**config.mk**
```make
export PLATFORM = sky130hd
export DESIGN_NAME = i2c_eeprom_target
export DESIGN_NICKNAME = d
export VERILOG_FILES = /design/src/rtl/i2c_eeprom_pkg.sv /design/src/rtl/i2c_line_sampler.sv /design/src/rtl/i2c_addr_ctr.sv /design/src/rtl/i2c_eeprom_target.sv
export SDC_FILE = /design/constraint.sdc
export NUM_CORES = 1
export LEC_CHECK = 0
export ABC_CLOCK_PERIOD_IN_PS = 4070
export BUFFER_PORTS_ARGS = -buffer_cell sky130_fd_sc_hd__buf_2
export CELL_PAD_IN_SITES_DETAIL_PLACEMENT = 0
export CELL_PAD_IN_SITES_GLOBAL_PLACEMENT = 1
export CORE_MARGIN = 4
export CORE_UTILIZATION = 48
export DETAILED_ROUTE_END_ITERATION = 7
export PLACE_DENSITY = 0.81
export SLEW_MARGIN = 30
export SYNTH_ARGS = -nofsm -noshare
export SYNTH_HDL_FRONTEND = slang
export SYNTH_SLANG_ARGS = --single-unit
```
**constraint.sdc**
```tcl
create_clock -name clk -period 4.07 [get_ports clk]
set_clock_uncertainty 0.15 [all_clocks]
set_input_delay 0.2035 -clock clk [delete_from_list [all_inputs] [get_ports clk]]
set_output_delay 0.2035 -clock clk [all_outputs]
set_load 0.05 [all_outputs]
```
**src/rtl/i2c_eeprom_pkg.sv**
```systemverilog
package i2c_eeprom_pkg;
  localparam int WADDR_W = 8;

  typedef enum logic [2:0] {
    ST_IDLE,
    ST_RX,
    ST_ACK_OUT,
    ST_TX,
    ST_ACK_IN
  } eng_st_t;

  typedef enum logic [1:0] {
    RX_DEV,
    RX_WADDR,
    RX_WDATA
  } rx_kind_t;

  function automatic logic dev_match(input logic [7:0] b, input logic [6:0] id);
    return b[7:1] == id;
  endfunction

  function automatic logic [WADDR_W-1:0] read_next(input logic [WADDR_W-1:0] a);
    return a + 1'b1;
  endfunction

  function automatic logic [WADDR_W-1:0] page_next(input logic [WADDR_W-1:0] a,
                                                   input logic [WADDR_W-1:0] mask);
    logic [WADDR_W-1:0] inc;
    inc = a + 1'b1;
    return (a & ~mask) | (inc & mask);
  endfunction
endpackage

```
**src/rtl/i2c_line_sampler.sv**
```systemverilog
module i2c_line_sampler (
  input  logic clk,
  input  logic rst_n,
  input  logic scl_i,
  input  logic sda_i,
  output logic scl_lvl,
  output logic sda_lvl,
  output logic scl_rise,
  output logic scl_fall,
  output logic bus_start,
  output logic bus_stop
);
  logic [1:0] scl_sync, sda_sync;
  logic       scl_q, sda_q;

  always_ff @(posedge clk or negedge rst_n) begin
    if (!rst_n) begin
      scl_sync <= 2'b11;
      sda_sync <= 2'b11;
      scl_q    <= 1'b1;
      sda_q    <= 1'b1;
    end else begin
      scl_sync <= {scl_sync[0], scl_i};
      sda_sync <= {sda_sync[0], sda_i};
      scl_q    <= scl_sync[1];
      sda_q    <= sda_sync[1];
    end
  end

  assign scl_lvl   = scl_sync[1];
  assign sda_lvl   = sda_sync[1];
  assign scl_rise  = scl_lvl & ~scl_q;
  assign scl_fall  = ~scl_lvl & scl_q;
  assign bus_start = scl_lvl & scl_q & sda_q & ~sda_lvl;
  assign bus_stop  = scl_lvl & scl_q & ~sda_q & sda_lvl;
endmodule

```
**src/rtl/i2c_addr_ctr.sv**
```systemverilog
module i2c_addr_ctr
  import i2c_eeprom_pkg::*;
#(
  parameter int PAGE_BYTES = 16
) (
  input  logic               clk,
  input  logic               rst_n,
  input  logic               load,
  input  logic [WADDR_W-1:0] load_val,
  input  logic               inc_rd,
  input  logic               inc_wr,
  output logic [WADDR_W-1:0] addr
);
  localparam logic [WADDR_W-1:0] PAGE_MASK = WADDR_W'(PAGE_BYTES - 1);

  always_ff @(posedge clk or negedge rst_n) begin
    if (!rst_n)      addr <= '0;
    else if (load)   addr <= load_val;
    else if (inc_wr) addr <= page_next(addr, PAGE_MASK);
    else if (inc_rd) addr <= read_next(addr);
  end
endmodule

```
**src/rtl/i2c_eeprom_target.sv**
```systemverilog
module i2c_eeprom_target
  import i2c_eeprom_pkg::*;
#(
  parameter logic [6:0] DEV_ID     = 7'b1010000,
  parameter int         PAGE_BYTES = 16
) (
  input  logic       clk,
  input  logic       rst_n,
  input  logic       scl_i,
  input  logic       sda_i,
  output logic       sda_oe,
  input  logic       wr_busy_i,
  input  logic       wr_prot_i,
  output logic [7:0] mem_raddr_o,
  input  logic [7:0] mem_rdata_i,
  output logic       buf_we_o,
  output logic [7:0] buf_addr_o,
  output logic [7:0] buf_data_o,
  output logic       commit_o
);
  logic scl_lvl, sda_lvl, scl_rise, scl_fall, ev_start, ev_stop;

  i2c_line_sampler u_smp (
    .clk(clk), .rst_n(rst_n), .scl_i(scl_i), .sda_i(sda_i),
    .scl_lvl(scl_lvl), .sda_lvl(sda_lvl), .scl_rise(scl_rise),
    .scl_fall(scl_fall), .bus_start(ev_start), .bus_stop(ev_stop)
  );

  eng_st_t    st;
  rx_kind_t   kind;
  logic [3:0] cnt;
  logic [7:0] rx_sr, tx_sr;
  logic       rd_mode, m_ack, wr_valid;
  logic [7:0] cur_addr;

  // named internal events
  logic ev_decide, ev_dev_decide, dev_ok, ev_addr_load, ev_data_take, ev_rd_step;
  assign ev_decide     = scl_fall && st == ST_RX && cnt == 4'd8;
  assign ev_dev_decide = ev_decide && kind == RX_DEV;
  assign dev_ok        = dev_match(rx_sr, DEV_ID) && !wr_busy_i;
  assign ev_addr_load  = ev_decide && kind == RX_WADDR;
  assign ev_data_take  = ev_decide && kind == RX_WDATA && !wr_prot_i;
  assign ev_rd_step    = scl_fall && st == ST_TX && cnt == 4'd8;

  i2c_addr_ctr #(.PAGE_BYTES(PAGE_BYTES)) u_ctr (
    .clk(clk), .rst_n(rst_n),
    .load(ev_addr_load && !ev_start && !ev_stop), .load_val(rx_sr),
    .inc_rd(ev_rd_step && !ev_start && !ev_stop),
    .inc_wr(ev_data_take && !ev_start && !ev_stop),
    .addr(cur_addr)
  );

  assign mem_raddr_o = cur_addr;

  always_ff @(posedge clk or negedge rst_n) begin
    if (!rst_n) begin
      st <= ST_IDLE;  kind <= RX_DEV;  cnt <= '0;
      rx_sr <= '0;  tx_sr <= '0;  sda_oe <= 1'b0;
      rd_mode <= 1'b0;  m_ack <= 1'b0;  wr_valid <= 1'b0;
      commit_o <= 1'b0;  buf_we_o <= 1'b0;
      buf_addr_o <= '0;  buf_data_o <= '0;
    end else begin
      commit_o <= 1'b0;
      buf_we_o <= 1'b0;
      if (ev_start) begin
        st <= ST_RX;  kind <= RX_DEV;  cnt <= '0;
        sda_oe <= 1'b0;  wr_valid <= 1'b0;
      end else if (ev_stop) begin
        commit_o <= wr_valid;
        st <= ST_IDLE;  sda_oe <= 1'b0;  wr_valid <= 1'b0;
      end else begin
        case (st)
          ST_RX: begin
            if (scl_rise) begin
              rx_sr <= {rx_sr[6:0], sda_lvl};
              cnt   <= cnt + 4'd1;
            end else if (ev_decide) begin
              case (kind)
                RX_DEV: begin
                  if (dev_ok) begin
                    sda_oe <= 1'b1;  st <= ST_ACK_OUT;  rd_mode <= rx_sr[0];
                  end else st <= ST_IDLE;
                end
                RX_WADDR: begin
                  sda_oe <= 1'b1;  st <= ST_ACK_OUT;
                end
                default: begin
                  if (!wr_prot_i) begin
                    sda_oe <= 1'b1;  st <= ST_ACK_OUT;
                    buf_we_o <= 1'b1;  buf_addr_o <= cur_addr;  buf_data_o <= rx_sr;
                    wr_valid <= 1'b1;
                  end else begin
                    st <= ST_IDLE;  wr_valid <= 1'b0;
                  end
                end
              endcase
            end
          end
          ST_ACK_OUT: begin
            if (scl_rise) cnt <= cnt + 4'd1;
            else if (scl_fall && cnt == 4'd9) begin
              cnt <= '0;
              if (kind == RX_DEV && rd_mode) begin
                tx_sr  <= mem_rdata_i;
                sda_oe <= ~mem_rdata_i[7];
                st     <= ST_TX;
              end else begin
                sda_oe <= 1'b0;
                st     <= ST_RX;
                kind   <= (kind == RX_DEV) ? RX_WADDR : RX_WDATA;
              end
            end
          end
          ST_TX: begin
            if (scl_rise) cnt <= cnt + 4'd1;
            else if (ev_rd_step) begin
              sda_oe <= 1'b0;  st <= ST_ACK_IN;
            end else if (scl_fall) begin
              tx_sr  <= {tx_sr[6:0], 1'b0};
              sda_oe <= ~tx_sr[6];
            end
          end
          ST_ACK_IN: begin
            if (scl_rise) begin
              m_ack <= ~sda_lvl;  cnt <= cnt + 4'd1;
            end else if (scl_fall && cnt == 4'd9) begin
              cnt <= '0;
              if (m_ack) begin
                tx_sr <= mem_rdata_i;  sda_oe <= ~mem_rdata_i[7];  st <= ST_TX;
              end else st <= ST_IDLE;
            end
          end
          default: ;
        endcase
      end
    end
  end
endmodule

```
==> Implementation_results.wiki <==
{| class="wikitable"
! Metric !! Value
|-
| Outcome || completed
|-
| Cell with the largest stage delay on the worst path || sky130_fd_sc_hd__dfstp_2
|-
| Fill cell count || 541
|-
| Core area || 6060 µm²
|-
| Chip height || 88.2 µm
|-
| FFs w/ async S/R, synth || 100%
|-
| MaxCap Viol Count || 0
|-
| Fmax achieved || 386 MHz
|-
| Data arrival time of the critical path || 2.66 ns
|-
| P&R area growth vs syn || 15.6%
|-
| Num rows || 28
|-
| Vias || 2,374
|-
| Highest fanout seen on the critical path || 12
|-
| PnR worst setup slack || 1.48 ns
|-
| Post-synthesis instance area || 3080 µm²
|-
| Detailed router's first-iteration violation count || 119
|-
| Global-route congestion overflow total || 0
|-
| Unrepaired setup endpoints after global routing || no
|-
| NumNets Final || 361
|-
| Placed cell count || 403
|-
| Yosys warns || 0
|-
| Aggregate routed wire length || 6810 µm
|-
| CTS HTree Levels || 3
|-
| Setup TNS || 0 ns
|-
| Top cell type's share of synthesized area || 43.8%
|-
| CP cell instances || nand4bb_1 > nor2_1 > o32a_1 > a2111oi_4 > mux2_2
|-
| Largest vdd supply drop || 0.302 mV
|-
| Number of non-filler instances in the completed layout || 423
|-
| Die Footprint || 7770 µm²
|-
| CTS tree || yes
|-
| Routed Antenna Nets || 0
|-
| Category of the worst setup path capture point || flop
|-
| Clock sink total || 60
|-
| HPWL after detailed placement || 4810 µm
|-
| Post-synth EDFFs || 0
|-
| Proportion of synthesized chip area in sequential cells || 48.9%
|-
| PortBufs || 40
|-
| CTS Root Buffer Type || sky130_fd_sc_hd__clkbuf_8
|-
| Count of mapped cells out of synthesis || 298
|-
| Final hold violation count || 0
|-
| Post-Synthesis Mean Instance Area || 10.3 µm²
|-
| Leakage power total || 0.00170 µW
|-
| Power per unit of standard cell area || 435 nW/µm²
|-
| First-pass GRT wire length || 11,600 µm
|-
| Final Cell Area || 3570 µm²
|-
| Flop and latch count out of synthesis || 60
|-
| Family with the most delay on the worst path || compound AO/OA/AOI/OAI gates
|-
| Transition at the pin with the smallest max-transition slack || 0.759 ns
|-
| Primary flip-flop cell chosen by synthesis mapping || sky130_fd_sc_hd__dfrtp_1
|-
| Gpl congestion || 0.859
|-
| Number of different library cells in the post-synthesis netlist || 55
|-
| Category of the critical setup timing path || reg2reg
|-
| Total I/O pin count || 41
|-
| Post-CTS Setup Bufs || 0
|-
| Path class of the lowest-slack min-delay path || in2reg
|-
| Final setup violation count || 0
|-
| Via-to-Cell Ratio || 5.61
|-
| Number of search-and-repair iterations in the first detailed-routing pass || 4
|-
| Total power of the final layout || 1550 µW
|-
| Crit path launch type || flop
|-
| Number of antenna diodes || 0
|-
| Starting utilization of the core area || 50.9%
|-
| Sum of buffers and inverters on the critical path || 0
|-
| Synthesized netlist net count || 316
|-
| Number of antenna violations at the first check in global routing || 0
|-
| Die X || 88.2 µm
|-
| Final Max Slew Viols || 0
|-
| Shortest period the worst path allows || 2.59 ns
|-
| Maximum number of pins on one net before global-route repair || 61
|-
| Residual DRC count || 0
|-
| Buffers from clock root to sink, at most || 2
|-
| Layout cell share with drive strength beyond 1 || 29.3%
|-
| Leading cell types by total area after synthesis || sky130_fd_sc_hd__dfrtp_1, sky130_fd_sc_hd__mux2_2, sky130_fd_sc_hd__dfstp_2
|-
| Required time reported for the critical path endpoint || 4.14 ns
|-
| Final clock period utilization by the worst path || 63.7%
|-
| CTS clk-pin slew, worst paths || 0.08 ns
|-
| Maximum cell stage delay along the critical path || 0.68 ns
|-
| Routed len/inst || 16.1 µm
|-
| Number of buffers created by CTS || 9
|-
| Placement-stage worst setup slack || 1.50 ns
|-
| Remaining max-slew budget at the tightest pin || 49.4%
|-
| Post-DP Area || 3340 µm²
|-
| Leading area contributor after synthesis || sky130_fd_sc_hd__dfrtp_1
|-
| Total track usage || 19.6%
|-
| Number of global-route vias before repair || 2,344
|-
| Later-pin clock latency in the skew report || 0.34 ns
|}
cell families (layout without fill, tap and decap cells):
group                    Yosys count  in the layout  share of synthesized area, %
buffers and inverters             24             74                          3.33
XOR/XNOR                           4              4                          1.14
AO/OA/AOI/OAI                     63             63                          13.6
multiplexers                      35             35                          12.6
flip-flops                        60             60                          48.9
adder cells (fa/ha/maj)            4              4                          1.62
AND/OR/NAND/NOR                  108            108                          18.8
report_power, final:
part	switching (µW)	total (µW)	internal, µW
sequential	88.2	752	663
clock	252	494	242
combinational	173	306	133
total	513	1550	1040
metal layers:
| layer | GRT usage [%] | part of all wire [%] | vias up |
|---|---|---|---|
| met4 | 7.69 | 1.0 | 0 |
| li1 | - | - | 1160 |
| met2 | 30.5 | 48 | 61 |
| met5 | 0 | 0 | - |
| met1 | 25.8 | 46 | 1146 |
| met3 | 5.74 | 5.4 | 7 |
repair_timing:
| item | CTS | global route |
|---|---|---|
| hold endpoints to repair | 57 | 0 |
| resized for setup | 0 | 0 |
| hold buffers | 4 | 0 |
final timing paths:
path / startpoint / end / slack (ns) / depth (start not counted)
worst max-delay path: u_smp.scl_sync[1]$_DFF_PN1_ / tx_sr[2]$_DFFE_PN0P_ / 1.48 / 5
worst min-delay path: mem_rdata_i[4] / tx_sr[4]$_DFFE_PN0P_ / 0.05 / 4
worst max register to register: u_smp.scl_sync[1]$_DFF_PN1_ / tx_sr[2]$_DFFE_PN0P_ / 1.48 / 5
worst min register to register: u_smp.scl_sync[0]$_DFF_PN1_ / u_smp.scl_sync[1]$_DFF_PN1_ / 0.21 / 0
max in group asynchronous: rst_n / st[2]$_DFFE_PN0P_ / 2.85 / 3
min in group asynchronous: rst_n / cnt[3]$_DFFE_PN0P_ / 0.39 / 3
flip-flops by register name, summed over array words and instances, names as in the netlist, 2 cells and up:
signal / flops
buf_addr_o: 8
buf_data_o: 8
cnt: 4
kind: 2
rx_sr: 8
st: 3
tx_sr: 7
u_ctr.addr: 8
u_smp.scl_sync: 2
u_smp.sda_sync: 2
cell usage in the layout (no fill, tap or decap), types with 3 or more instances in the layout:
cell                            synthesis  layout
sky130_fd_sc_hd__a21oi_1               12      12
sky130_fd_sc_hd__a22oi_1                4       4
sky130_fd_sc_hd__buf_2                  4      40
sky130_fd_sc_hd__clkbuf_8               0      10
sky130_fd_sc_hd__dfrtp_1               54      54
sky130_fd_sc_hd__dfstp_2                6       6
sky130_fd_sc_hd__dlygate4sd3_1          0       4
sky130_fd_sc_hd__ha_1                   4       4
sky130_fd_sc_hd__inv_1                 13      13
sky130_fd_sc_hd__mux2_2                31      31
sky130_fd_sc_hd__mux2i_1                4       4
sky130_fd_sc_hd__nand2_1               30      30
sky130_fd_sc_hd__nand2b_1               6       6
sky130_fd_sc_hd__nand3_1                9       9
sky130_fd_sc_hd__nand3b_1               4       4
sky130_fd_sc_hd__nor2_1                22      22
sky130_fd_sc_hd__nor2b_1                4       4
sky130_fd_sc_hd__nor3_1                 9       9
sky130_fd_sc_hd__nor3b_1                5       5
sky130_fd_sc_hd__o21ai_0               22      22
sky130_fd_sc_hd__o22ai_1                3       3
sky130_fd_sc_hd__o31ai_1                3       3
sky130_fd_sc_hd__or3b_2                 3       3
layout make-up:
cell class | count | area (µm²) | share of cell area (%)
clock inverters | 6 | 47.5 | 1.33
well taps | 75 | 93.8 | 2.63
flip-flops and latches | 60 | 1510 | 42.3
multi-input cells | 214 | 1480 | 41.5
inverters | 13 | 48.8 | 1.37
clock buffers | 10 | 138 | 3.86
repair buffers | 45 | 248 | 6.95
per-stage QoR:
step / util [%] / hold slack (ns)
after floorplan: - / -0.242
after detailed placement: 55.1 / 0.160
after global placement: 55.0 / 0.159
after global routing: 58.8 / 0.0441
after CTS: 58.8 / 0.0284
final: 58.8 / 0.0476
worst reg2reg max path: stages, from the launching register on:
cell                        delay, ns
sky130_fd_sc_hd__dfstp_2         0.68
sky130_fd_sc_hd__nand4bb_1       0.30
sky130_fd_sc_hd__nor2_1          0.21
sky130_fd_sc_hd__o32a_1          0.24
sky130_fd_sc_hd__a2111oi_4       0.49
sky130_fd_sc_hd__mux2_2          0.40
cells in the mapped netlist, types with 5 or more instances:
| master | count |
|---|---|
| sky130_fd_sc_hd__mux2_2 | 31 |
| sky130_fd_sc_hd__nand2_1 | 30 |
| sky130_fd_sc_hd__nor3b_1 | 5 |
| sky130_fd_sc_hd__inv_1 | 13 |
| sky130_fd_sc_hd__o21ai_0 | 22 |
| sky130_fd_sc_hd__nor3_1 | 9 |
| sky130_fd_sc_hd__clkbuf_1 | 5 |
| sky130_fd_sc_hd__dfrtp_1 | 54 |
| sky130_fd_sc_hd__dfstp_2 | 6 |
| sky130_fd_sc_hd__a21oi_1 | 12 |
| sky130_fd_sc_hd__nor2_1 | 22 |
| sky130_fd_sc_hd__nand2b_1 | 6 |
| sky130_fd_sc_hd__nand3_1 | 9 |
(Power assumes the default switching activity.)
